`config.mk`:
```
export PLATFORM = sky130hd
export DESIGN_NAME = sdram_wr_burst_seq
export DESIGN_NICKNAME = d
export VERILOG_FILES = /design/src/rtl/sdram_wb_pkg.sv /design/src/rtl/sdram_wb_cmd_dec.sv /design/src/rtl/sdram_wb_col_gen.sv /design/src/rtl/sdram_wb_burst_ctl.sv /design/src/rtl/sdram_wr_burst_seq.sv
export SDC_FILE = /design/constraint.sdc
export NUM_CORES = 1
export LEC_CHECK = 0
export BUFFER_PORTS_ARGS = -buffer_cell sky130_fd_sc_hd__buf_4
export CAP_MARGIN = 20
export CORE_ASPECT_RATIO = 1.25
export CORE_UTILIZATION = 35
export DETAILED_ROUTE_END_ITERATION = 8
export PLACE_DENSITY = 0.66
export SLEW_MARGIN = 30
export SYNTH_ARGS = -nofsm -noshare
export SYNTH_HDL_FRONTEND = slang
export SYNTH_HIERARCHICAL = 1
export SYNTH_SLANG_ARGS = --single-unit
```
`constraint.sdc`:
```
create_clock -name clk -period 5.3 [get_ports clk]
set_clock_uncertainty 0.2 [all_clocks]
set_input_delay 1.06 -clock clk [delete_from_list [all_inputs] [get_ports clk]]
set_output_delay 1.06 -clock clk [all_outputs]
set_load 0.1 [all_outputs]
```
`src/rtl/sdram_wb_pkg.sv`:
```
package sdram_wb_pkg;

  typedef enum logic [1:0] {
    WB_IDLE    = 2'd0,
    WB_WRITE   = 2'd1,
    WB_OTHER   = 2'd2,
    WB_SUSPEND = 2'd3
  } wb_cmd_e;

  function automatic logic [1:0] burst_log2(input logic [2:0] sel);
    return sel[1:0];
  endfunction

  function automatic logic burst_is_full(input logic [2:0] sel);
    return sel[2];
  endfunction

endpackage

```
`src/rtl/sdram_wb_cmd_dec.sv`:
```
module sdram_wb_cmd_dec
  import sdram_wb_pkg::*;
(
  input  logic    cke,
  input  logic    cs_n,
  input  logic    ras_n,
  input  logic    cas_n,
  input  logic    we_n,
  output wb_cmd_e cmd
);
  always_comb begin
    if (!cke)      cmd = WB_SUSPEND;
    else if (cs_n) cmd = WB_IDLE;
    else begin
      case ({ras_n, cas_n, we_n})
        3'b111:  cmd = WB_IDLE;
        3'b100:  cmd = WB_WRITE;
        default: cmd = WB_OTHER;
      endcase
    end
  end
endmodule

```
`src/rtl/sdram_wb_col_gen.sv`:
```
module sdram_wb_col_gen #(
  parameter int COL_W = 9
) (
  input  logic [COL_W-1:0] start_col,
  input  logic [COL_W-1:0] idx,
  input  logic [1:0]       l2,
  input  logic             full,
  input  logic             ilv,
  output logic [COL_W-1:0] col
);
  function automatic logic [COL_W-1:0] burst_col(
    input logic [COL_W-1:0] s, input logic [COL_W-1:0] i,
    input logic [1:0] lg, input logic fp, input logic il);
    logic [COL_W-1:0] mask;
    logic [COL_W-1:0] low;
    mask = COL_W'((32'd1 << lg) - 32'd1);
    if (fp) return s + i;
    low = il ? ((s ^ i) & mask) : ((s + i) & mask);
    return (s & ~mask) | low;
  endfunction

  assign col = burst_col(start_col, idx, l2, full, ilv);
endmodule

```
`src/rtl/sdram_wb_burst_ctl.sv`:
```
module sdram_wb_burst_ctl
  import sdram_wb_pkg::*;
#(
  parameter int COL_W  = 9,
  parameter int BANK_W = 2
) (
  input  logic              clk,
  input  logic              rst_n,
  input  wb_cmd_e           cmd,
  input  logic [BANK_W-1:0] cmd_bank,
  input  logic [COL_W-1:0]  cmd_col,
  input  logic              cmd_ap,
  input  logic [2:0]        burst_sel,
  input  logic              burst_ilv,
  output logic              st_active,
  output logic [COL_W-1:0]  st_idx,
  output logic [BANK_W-1:0] st_bank,
  output logic [COL_W-1:0]  st_start,
  output logic [1:0]        st_l2,
  output logic              st_full,
  output logic              st_ilv,
  output logic              last_word,
  output logic              pre_req,
  output logic [BANK_W-1:0] pre_bank
);
  function automatic logic [COL_W-1:0] final_idx(input logic [1:0] lg);
    return COL_W'((32'd1 << lg) - 32'd1);
  endfunction

  logic st_ap;
  logic new_single;
  logic step;
  logic trunc_evt;

  assign new_single = !burst_is_full(burst_sel) && (burst_log2(burst_sel) == 2'd0);
  assign step       = st_active && (cmd == WB_IDLE);
  assign trunc_evt  = st_active && (cmd == WB_WRITE);
  assign last_word  = ((cmd == WB_WRITE) && new_single) ||
                      (step && !st_full && (st_idx == final_idx(st_l2)));

  always_ff @(posedge clk) begin
    if (!rst_n) begin
      st_active <= 1'b0;
      st_idx    <= '0;
      st_bank   <= '0;
      st_start  <= '0;
      st_l2     <= '0;
      st_full   <= 1'b0;
      st_ilv    <= 1'b0;
      st_ap     <= 1'b0;
      pre_req   <= 1'b0;
      pre_bank  <= '0;
    end else begin
      pre_req <= 1'b0;
      case (cmd)
        WB_WRITE: begin
          st_active <= !new_single;
          st_idx    <= COL_W'(1);
          st_bank   <= cmd_bank;
          st_start  <= cmd_col;
          st_ap     <= cmd_ap;
          st_l2     <= burst_log2(burst_sel);
          st_full   <= burst_is_full(burst_sel);
          st_ilv    <= burst_ilv;
          pre_req   <= cmd_ap && new_single;
          pre_bank  <= cmd_bank;
        end
        WB_IDLE: begin
          if (step) begin
            st_idx <= st_idx + COL_W'(1);
            if (last_word) begin
              st_active <= 1'b0;
              pre_req   <= st_ap;
              pre_bank  <= st_bank;
            end
          end
        end
        WB_OTHER: st_active <= 1'b0;
        default: ;
      endcase
    end
  end

  // a step that is not the last keeps the burst running at the next index
  p_step_r2: assert property (@(posedge clk) disable iff (!rst_n)
    step && !last_word |=> st_active && (st_idx == $past(st_idx) + COL_W'(1)));
  // a full-page burst never reaches a last word on its own
  p_full_no_end_r6: assert property (@(posedge clk) disable iff (!rst_n)
    step && st_full |-> !last_word);
  // a truncating WRITE of a multi-word burst gives no precharge next cycle
  p_trunc_no_pre_r10: assert property (@(posedge clk) disable iff (!rst_n)
    trunc_evt && !new_single |=> !pre_req);
  // suspension freezes the burst position
  p_hold_r11: assert property (@(posedge clk) disable iff (!rst_n)
    cmd == WB_SUSPEND |=> $stable(st_idx) && $stable(st_active) && !pre_req);
  // another command ends the burst without precharge
  p_other_stops_r8: assert property (@(posedge clk) disable iff (!rst_n)
    cmd == WB_OTHER |=> !st_active && !pre_req);
endmodule

```
`src/rtl/sdram_wr_burst_seq.sv`:
```
module sdram_wr_burst_seq
  import sdram_wb_pkg::*;
#(
  parameter int COL_W  = 9,
  parameter int BANK_W = 2,
  parameter int DATA_W = 16
) (
  input  logic              clk,
  input  logic              rst_n,
  input  logic              cke,
  input  logic              cs_n,
  input  logic              ras_n,
  input  logic              cas_n,
  input  logic              we_n,
  input  logic [BANK_W-1:0] ba,
  input  logic [COL_W-1:0]  col_addr,
  input  logic              auto_pre,
  input  logic [DATA_W-1:0] dq_in,
  input  logic [2:0]        burst_sel,
  input  logic              burst_ilv,
  output logic              mem_we,
  output logic [BANK_W-1:0] mem_bank,
  output logic [COL_W-1:0]  mem_col,
  output logic [DATA_W-1:0] mem_wdata,
  output logic              pre_req,
  output logic [BANK_W-1:0] pre_bank
);
  wb_cmd_e           cmd;
  logic              is_wr;
  logic              st_active;
  logic [COL_W-1:0]  st_idx;
  logic [BANK_W-1:0] st_bank;
  logic [COL_W-1:0]  st_start;
  logic [1:0]        st_l2;
  logic              st_full;
  logic              st_ilv;
  logic              last_word;
  logic [COL_W-1:0]  g_start;
  logic [COL_W-1:0]  g_idx;
  logic [1:0]        g_l2;
  logic              g_full;
  logic              g_ilv;

  sdram_wb_cmd_dec u_dec (
    .cke(cke), .cs_n(cs_n), .ras_n(ras_n), .cas_n(cas_n), .we_n(we_n), .cmd(cmd)
  );

  sdram_wb_burst_ctl #(.COL_W(COL_W), .BANK_W(BANK_W)) u_ctl (
    .clk(clk), .rst_n(rst_n), .cmd(cmd), .cmd_bank(ba), .cmd_col(col_addr),
    .cmd_ap(auto_pre), .burst_sel(burst_sel), .burst_ilv(burst_ilv),
    .st_active(st_active), .st_idx(st_idx), .st_bank(st_bank),
    .st_start(st_start), .st_l2(st_l2), .st_full(st_full), .st_ilv(st_ilv),
    .last_word(last_word), .pre_req(pre_req), .pre_bank(pre_bank)
  );

  assign is_wr   = (cmd == WB_WRITE);
  assign g_start = is_wr ? col_addr : st_start;
  assign g_idx   = is_wr ? '0 : st_idx;
  assign g_l2    = is_wr ? burst_log2(burst_sel) : st_l2;
  assign g_full  = is_wr ? burst_is_full(burst_sel) : st_full;
  assign g_ilv   = is_wr ? burst_ilv : st_ilv;

  sdram_wb_col_gen #(.COL_W(COL_W)) u_col (
    .start_col(g_start), .idx(g_idx), .l2(g_l2), .full(g_full), .ilv(g_ilv),
    .col(mem_col)
  );

  assign mem_we    = is_wr || (st_active && cmd == WB_IDLE);
  assign mem_bank  = is_wr ? ba : st_bank;
  assign mem_wdata = dq_in;

  // the command cycle itself writes to the sampled bank and column
  p_write_now_r1: assert property (@(posedge clk) disable iff (!rst_n)
    cmd == WB_WRITE |-> mem_we && (mem_col == col_addr) && (mem_bank == ba));
  // no burst running and no WRITE means no write
  p_quiet_r5: assert property (@(posedge clk) disable iff (!rst_n)
    !st_active && cmd != WB_WRITE |-> !mem_we);
  // a precharge request always follows a written word
  p_pre_after_word_r9: assert property (@(posedge clk) disable iff (!rst_n)
    pre_req |-> $past(mem_we));
  // fixed-burst columns stay inside the aligned block of the start column
  p_block_r3: assert property (@(posedge clk) disable iff (!rst_n)
    mem_we && !is_wr && !st_full |-> (mem_col >> st_l2) == (st_start >> st_l2));
  // last_word never fires without a write strobe
  p_last_is_write_r12: assert property (@(posedge clk) disable iff (!rst_n)
    last_word |-> mem_we);
endmodule

```
-- After elaboration in Yosys (flattened, before gate mapping)
Index checks and enable logic that the tools add are counted.
W data, S select, Z words.
- flip-flop bits (word level): 29
- logic and storage cells: 71
- reduce and logical (&&, ||, !) cells: 18
- bitwise gates (word level): 6
- shift-type cells: 2
- eq/ne operators: 7
- add/subtract/negate cells: 4
- mux-type cells: 24
- operators with widths (kind ; count):
    $mux W9 ; 6
    $and A9 B9 Y9 ; 3
    $pmux W9 S2 ; 1
    $shl A1 B2 Y9 const A ; 2
    $sub A9 B1 Y9 const B ; 2
    $mux W2 ; 6
    $add A9 B1 Y9 const B ; 1
    $add A9 B9 Y9 ; 1
    $eq A9 B9 Y1 ; 1
    $not A9 Y9 ; 1
    $or A9 B9 Y9 ; 1
    $xor A9 B9 Y9 ; 1
    $pmux W2 S2 ; 2
    $mux W1 ; 7
    $eq A3 B3 Y1 const B ; 2
    $logic_and A1 B1 Y1 ; 6
    $reduce_and A3 Y1 ; 2
    $logic_not A2 Y1 ; 2
    $logic_not A1 Y1 ; 3
    $pmux W1 S3 ; 1
    $reduce_bool A3 Y1 ; 1
    $eq A2 B1 Y1 const B ; 1
    $eq A2 B2 Y1 const B ; 1
    $logic_or A1 B1 Y1 ; 2
    5 further kinds ; 5

-- Longest topological paths before layout
Gate-level depths: netlist (run 1).
- depth after elaboration: 12
- gate-level depth with buffers: 14
- mapped depth without buffers: 12

-- Cells and area by module
The synthesis (run 1) kept the hierarchy.
- modules (own cells, without submodules) (module ; cells an instance ; sequential area each (µm²) ; area an instance (µm²) ; instances):
    sdram_wb_burst_ctl ; 164 ; 580.6 ; 1288.7 ; 1
    sdram_wb_col_gen ; 80 ; 0.0 ; 570.5 ; 1
    sdram_wr_burst_seq ; 46 ; 0.0 ; 450.4 ; 1
    sdram_wb_cmd_dec ; 5 ; 0.0 ; 41.3 ; 1

-- Worst setup path after synthesis (run 1)
OpenSTA, ideal clock, no wires.
- path type: input to output
- start point: input cas_n
- end point: output mem_col[2]
- stages: 10
- arrival: 5016 ps
- setup slack: -976 ps
- path through: xor2_1 a2bb2oi_1 nor2b_4 buf_6 buf_12 mux2_4 ha_1 inv_1 fa_1 o31ai_1
- RTL lines (element ; line ; source):
    from (decl) ; sdram_wr_burst_seq.sv:13 ; input logic cas_n,
    $eq A3 B3 Y1 ; sdram_wb_cmd_dec.sv:15 ; case ({ras_n, cas_n, we_n})
    $pmux W2 S2 (*) ; sdram_wb_cmd_dec.sv:15 ;
    $mux W2 (*) ; sdram_wb_cmd_dec.sv:13 ; else if (cs_n) cmd = WB_IDLE;
    $mux W2 (*) ; sdram_wb_cmd_dec.sv:12 ; if (!cke) cmd = WB_SUSPEND;
    via cmd[1] ; sdram_wr_burst_seq.sv:28 ; wb_cmd_e cmd;
    $eq A2 B1 Y1 (*) ; -- ;
    $mux W9 (*) ; -- ;
    via g_start[0] ; sdram_wr_burst_seq.sv:38 ; logic [COL_W-1:0] g_start;
    $add A9 B9 Y9 (*) ; sdram_wb_col_gen.sv:17, sdram_wb_col_gen.sv:18 ;
    $and A9 B9 Y9 ; sdram_wb_col_gen.sv:18 ; low = il ? ((s ^ i) & mask) : ((s + i) & mask);
    $mux W9 ; sdram_wb_col_gen.sv:18 ;
    $or A9 B9 Y9 ; sdram_wb_col_gen.sv:19 ; return (s & ~mask) | low;
    $mux W9 (*) ; sdram_wb_col_gen.sv:18 ;
    to (decl) ; sdram_wr_burst_seq.sv:23 ; output logic [COL_W-1:0] mem_col,
The timed path passes the listed nets; every way through them passes the cells marked *. The select of a mux whose other input is x is not followed.

-- Worst setup path in the final report (run 1)
- start point: input ras_n
- end point: output mem_col[6]
- RTL lines (element ; line ; source):
    from (decl) ; sdram_wr_burst_seq.sv:12 ; input logic ras_n,
    $eq A3 B3 Y1 ; sdram_wb_cmd_dec.sv:15 ;
    $pmux W2 S2 (*) ; sdram_wb_cmd_dec.sv:15 ;
    $mux W2 (*) ; sdram_wb_cmd_dec.sv:13 ;
    $mux W2 (*) ; sdram_wb_cmd_dec.sv:12 ;
    via cmd[0] ; sdram_wr_burst_seq.sv:28 ;
    $eq A2 B1 Y1 (*) ; -- ;
    $mux W9 (*) ; -- ;
    via g_start[2] ; sdram_wr_burst_seq.sv:38 ;
    $add A9 B9 Y9 (*) ; sdram_wb_col_gen.sv:17, sdram_wb_col_gen.sv:18 ;
    $and A9 B9 Y9 ; sdram_wb_col_gen.sv:18 ;
    $mux W9 ; sdram_wb_col_gen.sv:18 ;
    $or A9 B9 Y9 ; sdram_wb_col_gen.sv:19 ;
    $mux W9 (*) ; sdram_wb_col_gen.sv:18 ;
Marks and branches as above.

==> results of run 1 <==
## cell usage in the layout (no fill, tap or decap), drive strengths merged, types with 2 or more instances in the layout
cell type / instances
a211oi: 3
a21oi: 28
a31oi: 2
and3: 2
buf: 47
clkbuf: 5
clkinv: 3
dfxtp: 29
ha: 10
inv: 8
mux2: 21
mux2i: 3
nand2: 51
nand2b: 2
nand3: 8
nand3b: 2
nand4: 2
nor2: 14
nor2b: 15
nor3: 12
nor3b: 2
nor4: 4
o211ai: 3
o21a: 8
o21ai: 6
o22ai: 2
o31ai: 3
or3: 3
xnor2: 4
xor2: 3
## layout make-up
class                      count  area, um2
clock buffer                   5       68.8
clock inverter                 3       17.5
fill                         703       3580
inverter                       9       33.8
multi-input combinational    225       1570
sequential                    29        581
tap                           85        106
timing repair buffer          47        364
## flip-flops by register name, indices dropped and copies added (netlist names)
register         flops
u_ctl/st_ap          1
u_ctl/st_idx         9
u_ctl/st_active      1
u_ctl/st_ilv         1
u_ctl/st_l2          2
u_ctl/pre_bank       2
u_ctl/st_full        1
u_ctl/st_start       9
u_ctl/st_bank        2
u_ctl/pre_req        1
## what timing repair did
action / 4_1_cts / 5_1_grt
gates resized for setup: 0 / 9
hold buffers: 0 / 0
setup buffers: 0 / 3
endpoints found under the setup margin: 0 / 4
## layer usage
metal | vias up | track usage [%] | share of wire (%)
met5 | - | 0 | 0
met4 | 0 | 8.33 | 2.3
met3 | 12 | 2.48 | 4.1
met2 | 38 | 28.2 | 50
met1 | 978 | 19.2 | 44
li1 | 1062 | - | -
## tightest hold or removal path, stage by stage (launching register included)
cell and delay [ns]:
dfxtp_1 0.31, nand2_1 0.05, a21oi_1 0.05
## path summary, 6_finish.rpt
check	from	endpoint	slack (ns)	depth (start not counted)
max	ras_n	mem_col[6]	0.14	13
min	u_ctl/st_ap$_SDFFE_PN0P_	u_ctl/st_ap$_SDFFE_PN0P_	0.25	2
max reg2reg	u_ctl/st_l2[0]$_SDFFE_PN0P_	u_ctl/pre_bank[1]$_SDFFE_PN0P_	3.03	7
min reg2reg	u_ctl/st_ap$_SDFFE_PN0P_	u_ctl/st_ap$_SDFFE_PN0P_	0.25	2
## power by group
part           internal [mW]  switching [mW]  leakage (nW)  total, mW
Clock                 0.0903          0.0882        0.0439      0.178
Sequential             0.226         0.00636         0.236      0.232
Combinational         0.0779           0.150         0.823      0.227
==> reports/qor.txt, run 1 <==
status - complete, no violations
final setup vio count - 0
worst vdd ir - 179 uV
router iterations before antenna repair - 4
clk sinks - 29
Hold WS - 0.254 ns
CTS tree - done
LEAKAGE - 1.10 nW
delay-heaviest family, CP - compound AO/OA/AOI/OAI gates
# DRC - 0
total CTS buffers - 5
Tightest Hold Check Type - flip-flop to flip-flop
I/O pins - 70
Root Driver - clkbuf_8
Slew @ Worst Pin - 0.897 ns
CTS Buffer Depth - 2
hold violation total from the final report - 0
Finished Layout Cells - 403
Worst setup EP type - output port
Critical Path RT - 4.04 ns
Synth-to-Final Area Change - 17.1%
share of cells above drive strength 1 - 28.3%
Critical Path Most Common Cell - buf_4
number of vias per cell - 5.19
DP Worst Slack - 0.0238 ns
Tot Pwr - 0.638 mW
NumNets Final - 367
crit path launch type - input port
Cell Area, Placed - 2590 um2
Crit path buffers/inverters - 4
I/O Buffers - 37
slowest stage delay, CP - 0.38 ns
final instance area - 2740 um2
worst skew pair latency - 0.29 ns
setup_tns - 0 ns
CP max stage cell - ha_1
post-layout min period - 5.16 ns
power density cells - 233 nW/um2
WS Path Type - input port to output port
cell row count - 32
syn avg cell area - 7.99 um2
Detail Placement HPWL - 3.97 mm
die span in x - 75.2 um
CTS clk-pin slew, worst paths - 0.06 ns
Post-Syn Area - 2340 um2
dpl cells - 392
vias in the first global route - 1,988
fin. max-slew vios - 0
fmax - 194 MHz
Synth Net Count - 343
Util after Layout - 43.4%
synth warn - 6
Slew HR - 40.2%
first-pass GRT wire length - 8.85 mm
post-route antenna net violation count - 0
H-tree depth - 2
GRT Residual Overflow - 0
Die ar. - 7030 um2
final wirelength - 5.37 mm
Wirelength per Cell - 13.3 um
largest net degree at the start of global routing - 28
worst-path cell chain - buf_4 > inv_1 > o41ai_2 > nor2b_4 > buf_4 > mux2_4 > ha_1 > nor2b_4 > o21a_1 > a311oi_2 > xnor2_1 > mux2_4 > buf_4
final RePlAce weighted congestion - 0.763
initial antenna violation count - 0
gr usage total - 16.4%
DR iter-0 viols - 72
die span in y - 93.5 um
Worst Path Max Fanout - 6
Maximum Capacitance Violations - 0
RSZ-0062 raised after global routing - no
core box area - 6330 um2
initial core utilization - 37.0%
Gate Count Post-Synth - 293
fin crit share - 97.4%
Diodes inserted - 0
slack of the critical path - 0.139 ns
via count - 2,090
crit path DAT - 3.90 ns
Power figures use the tool's default switching activity.
==> run 2, diff against run 1 <==
RECOVER_POWER = 100   (was default)
==> run 2 against run 1 <==
  * Power down 0.77%
  * Final cell count unchanged
  * Non-clock buffer count unchanged
  * Via count up 0.33%
  * Cell area down 1.5%
  * Critical path depth unchanged
  * Core utilization down 0.63 points
  * Flip-flop and latch count unchanged
  * Global-route usage unchanged
  * Combinational power down 2%
==> reports/qor.txt, run 2 (synthesis gave the netlist of run 1 again) <==
Synth-to-Final Area Change - 15.4%
Slew HR - 22.1%
die span in y - 93.5 um
# hold bufs at CTS - 0
cell row count - 32
total CTS buffers - 5
# DRC - 0
initial core utilization - 37.0%
LEAKAGE - 1.07 nW
CTS tree - done
fmax - 194 MHz
first-pass GRT wire length - 8.85 mm
Worst setup EP type - output port
crit path DAT - 3.90 ns
Worst Path Max Fanout - 6
H-tree depth - 2
crit path launch type - input port
final RePlAce weighted congestion - 0.763
commonest non-fill, non-tap cell in the layout - nand2_1
hold violation total from the final report - 0
NumNets Final - 367
CTS Buffer Depth - 2
WS Path Type - input port to output port
Die ar. - 7030 um2
DR WL met3 - 232 um
via count - 2,097
Critical Path RT - 4.04 ns
Maximum Capacitance Violations - 0
power density cells - 234 nW/um2
number of vias per cell - 5.20
slack of the critical path - 0.137 ns
Detail Route met2 WL - 2.69 mm
WL met1 - 2.34 mm
CTS clk-pin slew, worst paths - 0.06 ns
Wirelength per Cell - 13.3 um
fin. max-slew vios - 0
vias in the first global route - 1,988
setup_tns - 0 ns
Util after Layout - 42.7%
post-route antenna net violation count - 0
GRT Residual Overflow - 0
Slew @ Worst Pin - 1.17 ns
core box area - 6330 um2
Diodes inserted - 0
DR iter-0 viols - 67
Tightest Hold Check Type - flip-flop to flip-flop
Largest regs - u_ctl/st_idx (9), u_ctl/st_start (9)
I/O pins - 70
worst vdd ir - 179 uV
final wirelength - 5.38 mm
Hold WS - 0.254 ns
DP Worst Slack - 0.0238 ns
largest net degree at the start of global routing - 28
share of cells above drive strength 1 - 25.5%
router iterations before antenna repair - 4
final setup vio count - 0
RSZ-0062 raised after global routing - no
status - complete, no violations
clk sinks - 29
Fill cells - 707
worst skew pair latency - 0.29 ns
post-layout min period - 5.16 ns
Tot Pwr - 0.633 mW
fin crit share - 97.4%
gr usage total - 16.4%
most frequent cells in the layout - 51 x nand2_1, 34 x buf_4, 29 x dfxtp_1
Root Driver - clkbuf_8
Detail Placement HPWL - 3.97 mm
I/O Buffers - 37
initial antenna violation count - 0
die span in x - 75.2 um
top sig layer - met4
## run 2: cell count changes in the layout (fill, tap and decap cells not counted), sizes merged
| cell | previous run | this run |
|---|---|---|
| buf | 47 | 37 |
| clkbuf | 5 | 15 |
## run 2: area by class of cell
type	instances	area [um2]	share of cell area [%]
multi-input cells	225	1570	57.9
flip-flops and latches	29	581	21.5
repair buffers	47	330	12.2
well taps	85	106	3.93
clock buffers	5	68.8	2.55
inverters	9	33.8	1.25
clock inverters	3	17.5	0.648
## run 2: report_power, final
part           switching (mW)  internal (mW)  total, mW  leakage [nW]
registers             0.00631          0.226      0.232         0.236
clock network          0.0885         0.0903      0.179        0.0439
logic                   0.149         0.0730      0.222         0.793
total                   0.244          0.389      0.633          1.07
## run 2: path summary, 6_finish.rpt
check / start / to / slack (ns) / depth (start not counted)
worst max-delay path: ras_n / mem_col[6] / 0.14 / 13
worst min-delay path: u_ctl/st_ap$_SDFFE_PN0P_ / u_ctl/st_ap$_SDFFE_PN0P_ / 0.25 / 2
worst max register to register: u_ctl/st_l2[0]$_SDFFE_PN0P_ / u_ctl/pre_bank[1]$_SDFFE_PN0P_ / 3.02 / 7
worst min register to register: u_ctl/st_ap$_SDFFE_PN0P_ / u_ctl/st_ap$_SDFFE_PN0P_ / 0.25 / 2
## run 2: routing by layer
metal / vias to the layer above / global-route usage (%)
met5: - / 0
met1: 983 / 19.2
met2: 40 / 28.2
li1: 1062 / -
met3: 12 / 2.48
met4: 0 / 8.33
## run 2: per-stage QoR
step                      cells  instance area [um2]
after detailed placement    392                 2590
after global placement      392                 2590
after global routing        403                 2700
after floorplan             293                 2360
after CTS                   400                 2680
final                       403                 2700
## run 2: repair_timing
action,in CTS,in global routing
resized for setup,0,9
endpoints found under the setup margin,0,4
setup buffers,0,3
## run 2: worst max-delay path, stage by stage
cell and delay (ns):
buf_4 0.08, inv_1 0.04, o41ai_2 0.37, nor2b_4 0.28, buf_4 0.14, mux2_4 0.30, ha_1 0.38, nor2b_4 0.17
o21a_1 0.20, a311oi_2 0.29, xnor2_1 0.15, mux2_4 0.15, buf_4 0.28
==> run 3, diff against run 2 <==
PLACE_DENSITY = 0.67   (was 0.66)
SYNTH_HIERARCHICAL = default   (was 1)
==> run 3 against run 2 <==
  * Cell area is 5.3% lower
  * Die area is 9.5% lower
  * Largest power group unchanged
  * Routed wire length is 7.2% lower
  * Critical path depth is 1 higher
  * Setup slack better by 0.035 ns
==> reports/qor.txt, run 3 <==
status - complete, no violations
initial antenna violation count - 0
final wirelength - 4.99 mm
Finished Layout Cells - 363
Detail Placement HPWL - 3.73 mm
cell row count - 31
Slew @ Worst Pin - 1.17 ns
Synth Net Count - 305
gr usage total - 17.3%
hold depth - 2
Sw Share - 28.9%
first-pass GRT wire length - 8.36 mm
synth warn - 0
Tightest Hold Check Type - flip-flop to flip-flop
NumNets Final - 346
GRT Residual Overflow - 0
met3 global-route usage - 2.85%
Wirelength per Cell - 13.7 um
fin. max-slew vios - 0
Main synth FF type - dfxtp_1
number of vias per cell - 5.11
Largest regs - u_ctl.st_idx (9), u_ctl.st_start (9)
Netlist cell types - 53
FF+latch count, synth - 29
hold violation total from the final report - 0
post-route antenna net violation count - 0
combinational power share - 17.3%
clock power share - 36.5%
via count - 1,854
I/O Buffers - 37
share of cells above drive strength 1 - 28.3%
final RePlAce weighted congestion - 0.767
router iterations before antenna repair - 4
Fill cells - 609
busiest grt layer - met2
LEAKAGE - 1.20 nW
I/O pins - 70
final setup vio count - 0
vias in the first global route - 1,815
sequential-to-total area share from yosys stat - 27.5%
worst vdd ir - 121 uV
CTS clk-pin slew, worst paths - 0.06 ns
Maximum Capacitance Violations - 0
# DRC - 0
DP Worst Slack - -0.0999 ns
crit path DAT - 3.87 ns
fin crit share - 96.8%
area of the multi-input gates - 1380 um2
die span in y - 88.9 um
clk sinks - 29
commonest non-fill, non-tap cell in the layout - buf_4
setup_tns - 0 ns
CTS tree - done
Die ar. - 6350 um2
worst skew pair latency - 0.28 ns
Post-Syn Area - 2110 um2
H-tree depth - 2
dpl cells - 353
count leader, synth - nand2_1
fmax - 195 MHz
Critical Path RT - 4.04 ns
Internal Dissipation - 0.342 mW
Slew HR - 22.6%
total CTS buffers - 5
Worst setup EP type - output port
initial core utilization - 36.3%
register area - 581 um2
CTS Buffer Depth - 2
Worst Path Max Fanout - 5
core box area - 5820 um2
GR Layer Usage met1 - 19.1%
die span in x - 71.5 um
Synth top cells by count - 34 x nand2_1, 29 x dfxtp_1, 16 x buf_4
R2R cell count - 8
WS Path Type - input port to output port
Diodes inserted - 0
Util after Layout - 44.0%
Synth async-reset ratio - 0%
crit path launch type - input port
most frequent cells in the layout - 38 x buf_4, 34 x nand2_1, 29 x dfxtp_1
syn avg cell area - 8.29 um2
M2 GR Usage - 31.8%
Root Driver - clkbuf_8
slack of the critical path - 0.172 ns
ranking of synthesized cells by area - dfxtp_1 27%, nand2_1 6.0%, ha_1 5.9%
EDFF count, synth - 0
Gate Count Post-Synth - 255
Reg power frac - 46.1%
largest net degree at the start of global routing - 26
area leader, netlist - dfxtp_1
power density cells - 188 nW/um2
Synth-to-Final Area Change - 21.2%
post-layout min period - 5.13 ns
# hold bufs at CTS - 0
DR iter-0 viols - 104
Yosys top cell area share - 27.5%
Psw - 0.139 mW
run 3: cell types whose count changed in the layout (fill, tap and decap cells not counted), sizes merged, moves of 4 or more:
cell	previous run	this run
mux2i	3	12
xnor2	4	9
nand2	51	35
buf	37	41
a21oi	28	15
and2	0	16
mux2	21	1
o21a	8	4
nor3	12	4
and3	2	6
clkbuf	15	22
nor2b	15	11
run 3: timing repair:
item / 4_1_cts / 5_1_grt
setup buffers: 0 / 2
pin swaps: 0 / 4
setup endpoints to repair: 2 / 2
gates resized for setup: 4 / 16
run 3: stage by stage:
stage / power [mW] / cell area (um2) / hold slack [ns]
2_1_floorplan: 0.336 / 2130 / 0.244
3_3_place_gp: 0.310 / 2460 / 0.251
3_5_place_dp: 0.311 / 2460 / 0.261
4_1_cts: 0.490 / 2560 / 0.271
5_1_grt: 0.505 / 2560 / 0.322
6_report: 0.481 / 2560 / 0.274
run 3: power by group through the flow:
stage / sequential (mW) / combinational [mW] / clock [mW]
after floorplan: 0.229 / 0.107 / 0
after global placement: 0.227 / 0.0840 / 0
after detailed placement: 0.227 / 0.0847 / 0
after CTS: 0.222 / 0.0854 / 0.183
after global routing: 0.222 / 0.0897 / 0.193
final: 0.222 / 0.0832 / 0.176
run 3: worst paths after layout:
check	endpoint	start	slack (ns)
setup reg to reg	u_ctl.pre_bank[0]$_SDFFE_PN0P_	u_ctl.st_l2[0]$_SDFF_PN0_	2.81
hold reg to reg	u_ctl.st_ap$_SDFFE_PN0P_	u_ctl.st_ap$_SDFFE_PN0P_	0.27
hold / removal	u_ctl.st_ap$_SDFFE_PN0P_	u_ctl.st_ap$_SDFFE_PN0P_	0.27
setup / recovery	mem_col[8]	cs_n	0.17
run 3: layout make-up:
| class | instances | area share [%] |
|---|---|---|
| clock buffers | 6 | 2.83 |
| clock inverters | 2 | 0.391 |
| inverters | 8 | 1.17 |
| multi-input cells | 195 | 54.0 |
| flip-flops and latches | 29 | 22.7 |
| well taps | 66 | 3.22 |
| repair buffers | 57 | 15.7 |
run 3: routing by layer:
| metal | vias to the layer above | part of all wire (%) |
|---|---|---|
| li1 | 948 | - |
| met4 | 0 | 1.9 |
| met2 | 36 | 51 |
| met5 | - | 0 |
| met3 | 6 | 3.7 |
| met1 | 864 | 43 |
run 3: kinds of logic after synthesis:
logic type | share of synthesized area (%)
AO/OA/AOI/OAI | 15.6
multiplexers | 6.39
AND/OR/NAND/NOR | 28.2
adder cells (fa/ha/maj) | 6.87
XOR/XNOR | 6.22
flip-flops | 27.5
buffers and inverters | 9.18
run 3: worst max-delay path, stage by stage:
cell and delay [ns]:
clkbuf_1 0.11, nor4b_4 0.31, and2_4 0.23, buf_6 0.14, mux2i_4 0.24, inv_1 0.06
ha_1 0.31, a21o_1 0.20, a21oi_2 0.17, a21oi_2 0.09, o21a_1 0.20, o31a_1 0.23
o31a_2 0.33, buf_6 0.19
